<file path="src/rtl/spi_boot_pkg.sv">
// Shared definitions for the SPI boot loader.
// Assumes: nothing beyond IEEE 1800-2017 synthesizable subset.
package spi_boot_pkg;

    typedef enum logic [2:0] {
        ST_IDLE,   // waiting for start
        ST_SETUP,  // chip select low, first MOSI bit settling
        ST_XFER,   // clocking opcode, address and image bits
        ST_GAP,    // chip select released, idle SCK period
        ST_DONE    // load finished, waits for reset
    } boot_state_t;

endpackage

</file>
<file path="src/rtl/sbl_tick_gen.sv">
// Half-period tick generator for the serial clock.
// Emits a one-cycle tick every HALF_PERIOD system clocks while run is high;
// the count restarts from zero whenever run is low.
// Assumes: HALF_PERIOD >= 1.
module sbl_tick_gen #(
    parameter int HALF_PERIOD = 2
) (
    input  logic clk,
    input  logic rst_n,
    input  logic run,
    output logic tick
);
    localparam int CW = $clog2(HALF_PERIOD + 1);

    logic [CW-1:0] cnt;

    assign tick = run && (cnt == CW'(HALF_PERIOD - 1));

    // Count system clocks within one SCK half period.
    always_ff @(posedge clk) begin
        if (!rst_n || !run || tick) begin
            cnt <= '0;
        end else begin
            cnt <= cnt + 1'b1;
        end
    end

endmodule

</file>
<file path="src/rtl/sbl_rx_assembler.sv">
// Byte assembler and RAM write port driver.
// Shifts one MISO bit in per sample pulse (MSB first). After every eighth
// bit it presents the byte with a one-cycle write strobe, then advances the
// RAM address by one.
// Assumes: sample pulses are at least two clocks apart and arrive in whole
// bytes since reset.
module sbl_rx_assembler #(
    parameter int                RAM_AW    = 10,
    parameter logic [RAM_AW-1:0] LOAD_BASE = RAM_AW'(16'h0100)
) (
    input  logic              clk,
    input  logic              rst_n,
    input  logic              sample,
    input  logic              bit_in,
    output logic [RAM_AW-1:0] ram_addr,
    output logic [7:0]        ram_wdata,
    output logic              ram_we
);
    logic [6:0] shreg;
    logic [2:0] bit_cnt;

    // Collect bits and issue a write strobe for each finished byte.
    always_ff @(posedge clk) begin
        if (!rst_n) begin
            shreg     <= '0;
            bit_cnt   <= '0;
            ram_wdata <= '0;
            ram_we    <= 1'b0;
        end else begin
            ram_we <= 1'b0;
            if (sample) begin
                shreg   <= {shreg[5:0], bit_in};
                bit_cnt <= bit_cnt + 1'b1;
                if (bit_cnt == 3'd7) begin
                    ram_wdata <= {shreg, bit_in};
                    ram_we    <= 1'b1;
                end
            end
        end
    end

    // Advance the write address once the current byte has been written.
    always_ff @(posedge clk) begin
        if (!rst_n) begin
            ram_addr <= LOAD_BASE;
        end else if (ram_we) begin
            ram_addr <= ram_addr + 1'b1;
        end
    end

    AST_WE_SINGLE: assert property (@(posedge clk) disable iff (!rst_n)
        ram_we |=> !ram_we);
    AST_ADDR_STEP: assert property (@(posedge clk) disable iff (!rst_n)
        ram_we |=> (ram_addr == $past(ram_addr) + 1'b1));

endmodule

</file>
<file path="src/rtl/spi_boot_loader.sv">
// SPI serial-memory boot loader (top).
// On start, runs one mode-0 SPI read: the opcode, ADDR_BYTES zero address
// bytes, then IMAGE_BYTES data bytes written to RAM from LOAD_BASE up. It
// then releases chip select, waits one SCK period and signals completion
// with a cpu_run pulse. It loads once per reset.
// Assumes: HALF_PERIOD >= 1; RAM_AW covers LOAD_BASE + IMAGE_BYTES.
module spi_boot_loader
    import spi_boot_pkg::*;
#(
    parameter int                HALF_PERIOD = 2,
    parameter int                ADDR_BYTES  = 4,
    parameter int                IMAGE_BYTES = 512,
    parameter int                RAM_AW      = 10,
    parameter logic [RAM_AW-1:0] LOAD_BASE   = RAM_AW'(16'h0100),
    parameter logic [7:0]        READ_OP     = 8'h03
) (
    input  logic              clk,
    input  logic              rst_n,
    input  logic              start,
    output logic              spi_cs_n,
    output logic              spi_sck,
    output logic              spi_mosi,
    input  logic              spi_miso,
    output logic [RAM_AW-1:0] ram_addr,
    output logic [7:0]        ram_wdata,
    output logic              ram_we,
    output logic              boot_done,
    output logic              cpu_run,
    output logic [RAM_AW-1:0] cpu_start_addr
);
    localparam int HDR_BITS   = 8 + 8 * ADDR_BYTES;
    localparam int TOTAL_BITS = HDR_BITS + 8 * IMAGE_BYTES;
    localparam int BW         = $clog2(TOTAL_BITS + 1);

    boot_state_t   state;
    logic [BW-1:0] bit_idx;
    logic          gap_cnt;
    logic          tick;
    logic          tick_run;
    logic          sample_en;
    logic          in_opcode;

    assign tick_run       = (state == ST_SETUP) || (state == ST_XFER) || (state == ST_GAP);
    assign sample_en      = (state == ST_XFER) && tick && !spi_sck
                            && (bit_idx >= BW'(HDR_BITS));
    assign in_opcode      = ((state == ST_SETUP) || (state == ST_XFER)) && (bit_idx < BW'(8));
    assign spi_mosi       = in_opcode ? READ_OP[~bit_idx[2:0]] : 1'b0;
    assign cpu_start_addr = LOAD_BASE;

    sbl_tick_gen #(
        .HALF_PERIOD(HALF_PERIOD)
    ) u_tick (
        .clk  (clk),
        .rst_n(rst_n),
        .run  (tick_run),
        .tick (tick)
    );

    sbl_rx_assembler #(
        .RAM_AW   (RAM_AW),
        .LOAD_BASE(LOAD_BASE)
    ) u_rx (
        .clk      (clk),
        .rst_n    (rst_n),
        .sample   (sample_en),
        .bit_in   (spi_miso),
        .ram_addr (ram_addr),
        .ram_wdata(ram_wdata),
        .ram_we   (ram_we)
    );

    // Sequence the transaction: select, clock the bits, release, hand over.
    always_ff @(posedge clk) begin
        if (!rst_n) begin
            state     <= ST_IDLE;
            spi_cs_n  <= 1'b1;
            spi_sck   <= 1'b0;
            bit_idx   <= '0;
            gap_cnt   <= 1'b0;
            boot_done <= 1'b0;
            cpu_run   <= 1'b0;
        end else begin
            cpu_run <= 1'b0;
            case (state)
                ST_IDLE: begin
                    if (start) begin
                        state    <= ST_SETUP;
                        spi_cs_n <= 1'b0;
                        bit_idx  <= '0;
                    end
                end
                ST_SETUP: begin
                    if (tick) begin
                        state <= ST_XFER;
                    end
                end
                ST_XFER: begin
                    if (tick) begin
                        spi_sck <= !spi_sck;
                        if (spi_sck) begin
                            if (bit_idx == BW'(TOTAL_BITS - 1)) begin
                                spi_cs_n <= 1'b1;
                                gap_cnt  <= 1'b0;
                                state    <= ST_GAP;
                            end else begin
                                bit_idx <= bit_idx + 1'b1;
                            end
                        end
                    end
                end
                ST_GAP: begin
                    if (tick) begin
                        gap_cnt <= 1'b1;
                        if (gap_cnt) begin
                            state     <= ST_DONE;
                            boot_done <= 1'b1;
                            cpu_run   <= 1'b1;
                        end
                    end
                end
                default: begin
                    state <= ST_DONE;
                end
            endcase
        end
    end

    AST_SCK_IDLE_LOW: assert property (@(posedge clk) disable iff (!rst_n)
        spi_cs_n |-> !spi_sck);
    AST_NO_WRITE_IN_HEADER: assert property (@(posedge clk) disable iff (!rst_n)
        (state == ST_XFER && bit_idx < BW'(HDR_BITS)) |-> !ram_we);
    AST_CS_RELEASE_AT_END: assert property (@(posedge clk) disable iff (!rst_n)
        $rose(spi_cs_n) |-> ($past(bit_idx) == BW'(TOTAL_BITS - 1)));
    AST_RUN_WITH_DONE: assert property (@(posedge clk) disable iff (!rst_n)
        cpu_run |-> boot_done);
    AST_DONE_STICKY: assert property (@(posedge clk) disable iff (!rst_n)
        boot_done |=> (boot_done && spi_cs_n));

endmodule

</file>
<file path="config.mk">
export PLATFORM = sky130hd
export DESIGN_NAME = spi_boot_loader
export DESIGN_NICKNAME = d
export VERILOG_FILES = /design/src/rtl/spi_boot_pkg.sv /design/src/rtl/sbl_tick_gen.sv /design/src/rtl/sbl_rx_assembler.sv /design/src/rtl/spi_boot_loader.sv
export SDC_FILE = /design/constraint.sdc
export NUM_CORES = 1
export LEC_CHECK = 0
export ABC_AREA = 1
export BUFFER_PORTS_ARGS = -buffer_cell sky130_fd_sc_hd__buf_4
export CAP_MARGIN = 5
export CORE_ASPECT_RATIO = 0.8
export CORE_MARGIN = 3
export CORE_UTILIZATION = 47
export CTS_CLUSTER_DIAMETER = 150
export CTS_CLUSTER_SIZE = 14
export DETAILED_ROUTE_END_ITERATION = 16
export GPL_ROUTABILITY_DRIVEN = 0
export PLACE_DENSITY = 0.68
export SETUP_SLACK_MARGIN = 0.1
export SLEW_MARGIN = 40
export SYNTH_ARGS = -nofsm -noshare
export SYNTH_HDL_FRONTEND = slang
export SYNTH_SLANG_ARGS = --single-unit
</file>
<file path="constraint.sdc">
create_clock -name clk -period 1.8 [get_ports clk]
set_input_delay 0 -clock clk [delete_from_list [all_inputs] [get_ports clk]]
set_output_delay 0 -clock clk [all_outputs]
set_load 0.01 [all_outputs]
</file>
==> results.md <==
- Chip Height: 72.1 um
- Initial core utilization: 49.8%
- Post-Layout Inst Area: 3020 um^2
- Worst path most repeated cell: buf_4
- First-pass iteration count of the detailed router: 4
- Final #Nets: 417
- FF+latch count, synth: 52
- CP Launch Type: flop
- Worst Path Max Fanout: 9
- Die ar.: 6390 um^2
- Critical Path RT: 2.03 ns
- Slowest stage cell, crit path: dfxtp_1
- Buffers on Ports: 27
- Min cycle time layout: 1.58 ns
- Vias in the first global route: 2086
- Top-Level Pins: 38
- Clock Path Buffers: 2
- Adder-cell share of the synthesized area: 2.93%
- Simple-gate area share of the yosys netlist: 35.8%
- Synth-to-Final Area Change: 17.7%
- Hold slack: 0.0284 ns
- Comb power frac: 25.6%
- Slew Viols, Final: 0
- Routed WL: 5.60 mm
- Die X-Extent: 88.6 um
- DR WL/cell: 11.9 um
- Antenna violations before repair: 0
- Switching power: 893 uW
- Multiplexer share of the synthesized area: 0%
- Placement Cell Area: 2820 um^2
- Core ar.: 5150 um^2
- Antenna-violating nets left: 0
- Cells after Synth: 371
- Crit path kind: flop to flop
- Root Driver: clkbuf_8
- Sequential area share after synthesis: 40.6%
- Worst Skew: 0.00234 ns
- Gr ovfl total: 0
- RSZ-0062 raised after global routing: true
- Drt drc: 0
- CTS buffer count: 5
- First-pass GRT wire length: 9.30 mm
- Clk network pwr share: 28.6%
- N_diodes: 0
- Crit path DAT: 1.81 ns
- Largest net degree at the start of global routing: 29
- Sequential share of power: 45.8%
- Endpoints failing setup: 0
- Worst path max stage delay: 0.37 ns
- CTS Sinks: 52
- Vias/cell: 5.14
- Post-synth cell types: 30
- Status: complete, no violations
- Synth Area in Compound Gates: 9.32%
- Worst vdd ir: 0.000454 V
- Clk slew on worst S/H paths: 0.09 ns
- DRT iter0 DRCs: 158
- Cell Rows: 23
- Fmax: 635 MHz
- Pwr Density: 912 nW/um^2
- HP Class: input pin to flop
- Worst-skew pair later-pin latency: 0.30 ns
- Ratio of cells with drive above 1 in the final layout: 16.9%
- DP Wirelength: 4.14 mm
- Largest family of logic cells by synthesized area: simple AND/OR/NAND/NOR gates
- CP Cell Sequence: nor2_4 > nand2_4 > nor3_4 > buf_4 > buf_4 > nand4_1 > a21oi_1
- Final Hold Vio Count: 0
- Worst setup EP type: flop
- Fin Setup TNS: 0 ns
- Tcrit/Tclk final: 87.5%
- Syn avg cell area: 6.91 um^2
- Routed vias: 2418
- Synth warn: 0
- Total GRT Usage: 18.1%
- P_leak: 0.00127 uW
- Switching Share: 32.4%
- H-tree Lvls: 2
- Max Cap Violations: 0
- CTS tree: done
- XOR/XNOR share of the synthesized area: 0%
- Syn Std Cell Area: 2560 um^2
- Pint: 1860 uW
[stage by stage]
step / cells / utilization (%) / setup slack (ns) / power, uW
after floorplan: 379 / - / 0.287 / 1750
after global routing: 470 / 58.6 / 0.00710 / 2910
after CTS: 466 / 57.2 / 0.145 / 2690
final: 470 / 58.6 / 0.225 / 2750
after global placement: 457 / 54.7 / 0.160 / 1880
after detailed placement: 457 / 54.7 / 0.0728 / 1890
[layout by cell type (no fill, tap or decap), types with 5 or more instances in the layout]
cell and instances:
nand2_1 83, dfxtp_1 49, nor2_1 46, buf_4 40, nand3_1 38, inv_1 37
a21oi_1 32, nand4_1 16, conb_1 10, o21ai_0 9, ha_1 6, clkbuf_8 5
[cells in the mapped netlist (all sizes together)]
library cell | n | share of area, %
o21a | 1 | 0.29
nand4 | 16 | 3.9
ha | 6 | 2.9
a31oi | 1 | 0.24
nor3b | 2 | 0.59
dfxtp | 52 | 41
nand2 | 88 | 13
o211ai | 1 | 0.29
buf | 18 | 4.8
conb | 2 | 0.29
nor4 | 3 | 0.73
clkbuf | 4 | 0.59
a21oi | 32 | 6.2
inv | 39 | 5.7
nand3 | 40 | 8.0
or2 | 1 | 0.24
nor4b | 1 | 0.34
a21o | 1 | 0.29
nor3 | 4 | 1.2
nor2 | 49 | 7.5
o21ai | 10 | 2.0
[registers in the layout, indices dropped and copies added, names as in the netlist]
| register | flops |
|---|---|
| bit_idx | 13 |
| cpu_run | 1 |
| u_rx.shreg | 7 |
| u_rx.ram_wdata | 8 |
| u_rx.ram_we | 1 |
| u_tick.cnt | 2 |
| spi_sck | 1 |
| state | 3 |
| u_rx.bit_cnt | 3 |
| u_rx.ram_addr | 10 |
| spi_cs_n | 1 |
| boot_done | 1 |
| gap_cnt | 1 |
[power groups by stage]
stage	registers [uW]	logic, uW	clock network, uW
after floorplan	1270	482	0
after global placement	1280	595	0
after detailed placement	1290	609	0
after CTS	1260	611	815
after global routing	1270	781	857
final	1260	705	787
[worst max-delay path, delay by kind of cell, from the launching register on]
family | cells | cell delay [ns]
flip-flops | 1 | 0.37
buffers and inverters | 2 | 0.34
AO/OA/AOI/OAI | 1 | 0.15
AND/OR/NAND/NOR | 4 | 0.64
[worst paths after layout]
path	from	to	slack, ns	cells past startpoint
max	state[0]	u_rx.ram_wdata[2]	0.22	7
min reg2reg	u_tick.cnt[0]	u_tick.cnt[0]	0.44	1
min	rst_n	spi_cs_n	0.03	2
max reg2reg	state[0]	u_rx.ram_wdata[2]	0.22	7
[timing repair]
item,4_1_cts,5_1_grt
pin swaps,0,4
resized for setup,2,13
buffers inserted,0,3
endpoints found under the hold margin,1,0
cloned,0,1
hold buffers,1,0
endpoints found under the setup margin,3,37
[final cells by class]
cell class / count / area (um^2)
Multi-Input combinational cell: 266 / 1310
Fill cell: 491 / 2130
Inverter: 39 / 146
Sequential cell: 52 / 1040
Tap cell: 62 / 77.6
Clock buffer: 5 / 68.8
Clock inverter: 3 / 42.5
Timing Repair Buffer: 43 / 329
[logic make-up after synthesis]
group                      Yosys count
AOI/OAI and AO/OA                   46
adders and majority gates            6
buffers and inverters               61
DFF                                 52
other                                2
and+or+nand+nor                    204
[layer usage]
metal | vias to the layer above | track usage, % | part of all wire [%]
met3 | 6 | 4.09 | 6.0
met5 | - | 0 | 0
li1 | 1265 | - | -
met1 | 1081 | 25.4 | 49
met4 | 0 | 5.20 | 0.96
met2 | 66 | 27.9 | 44
No activity file was read; power rests on OpenSTA's default activity.
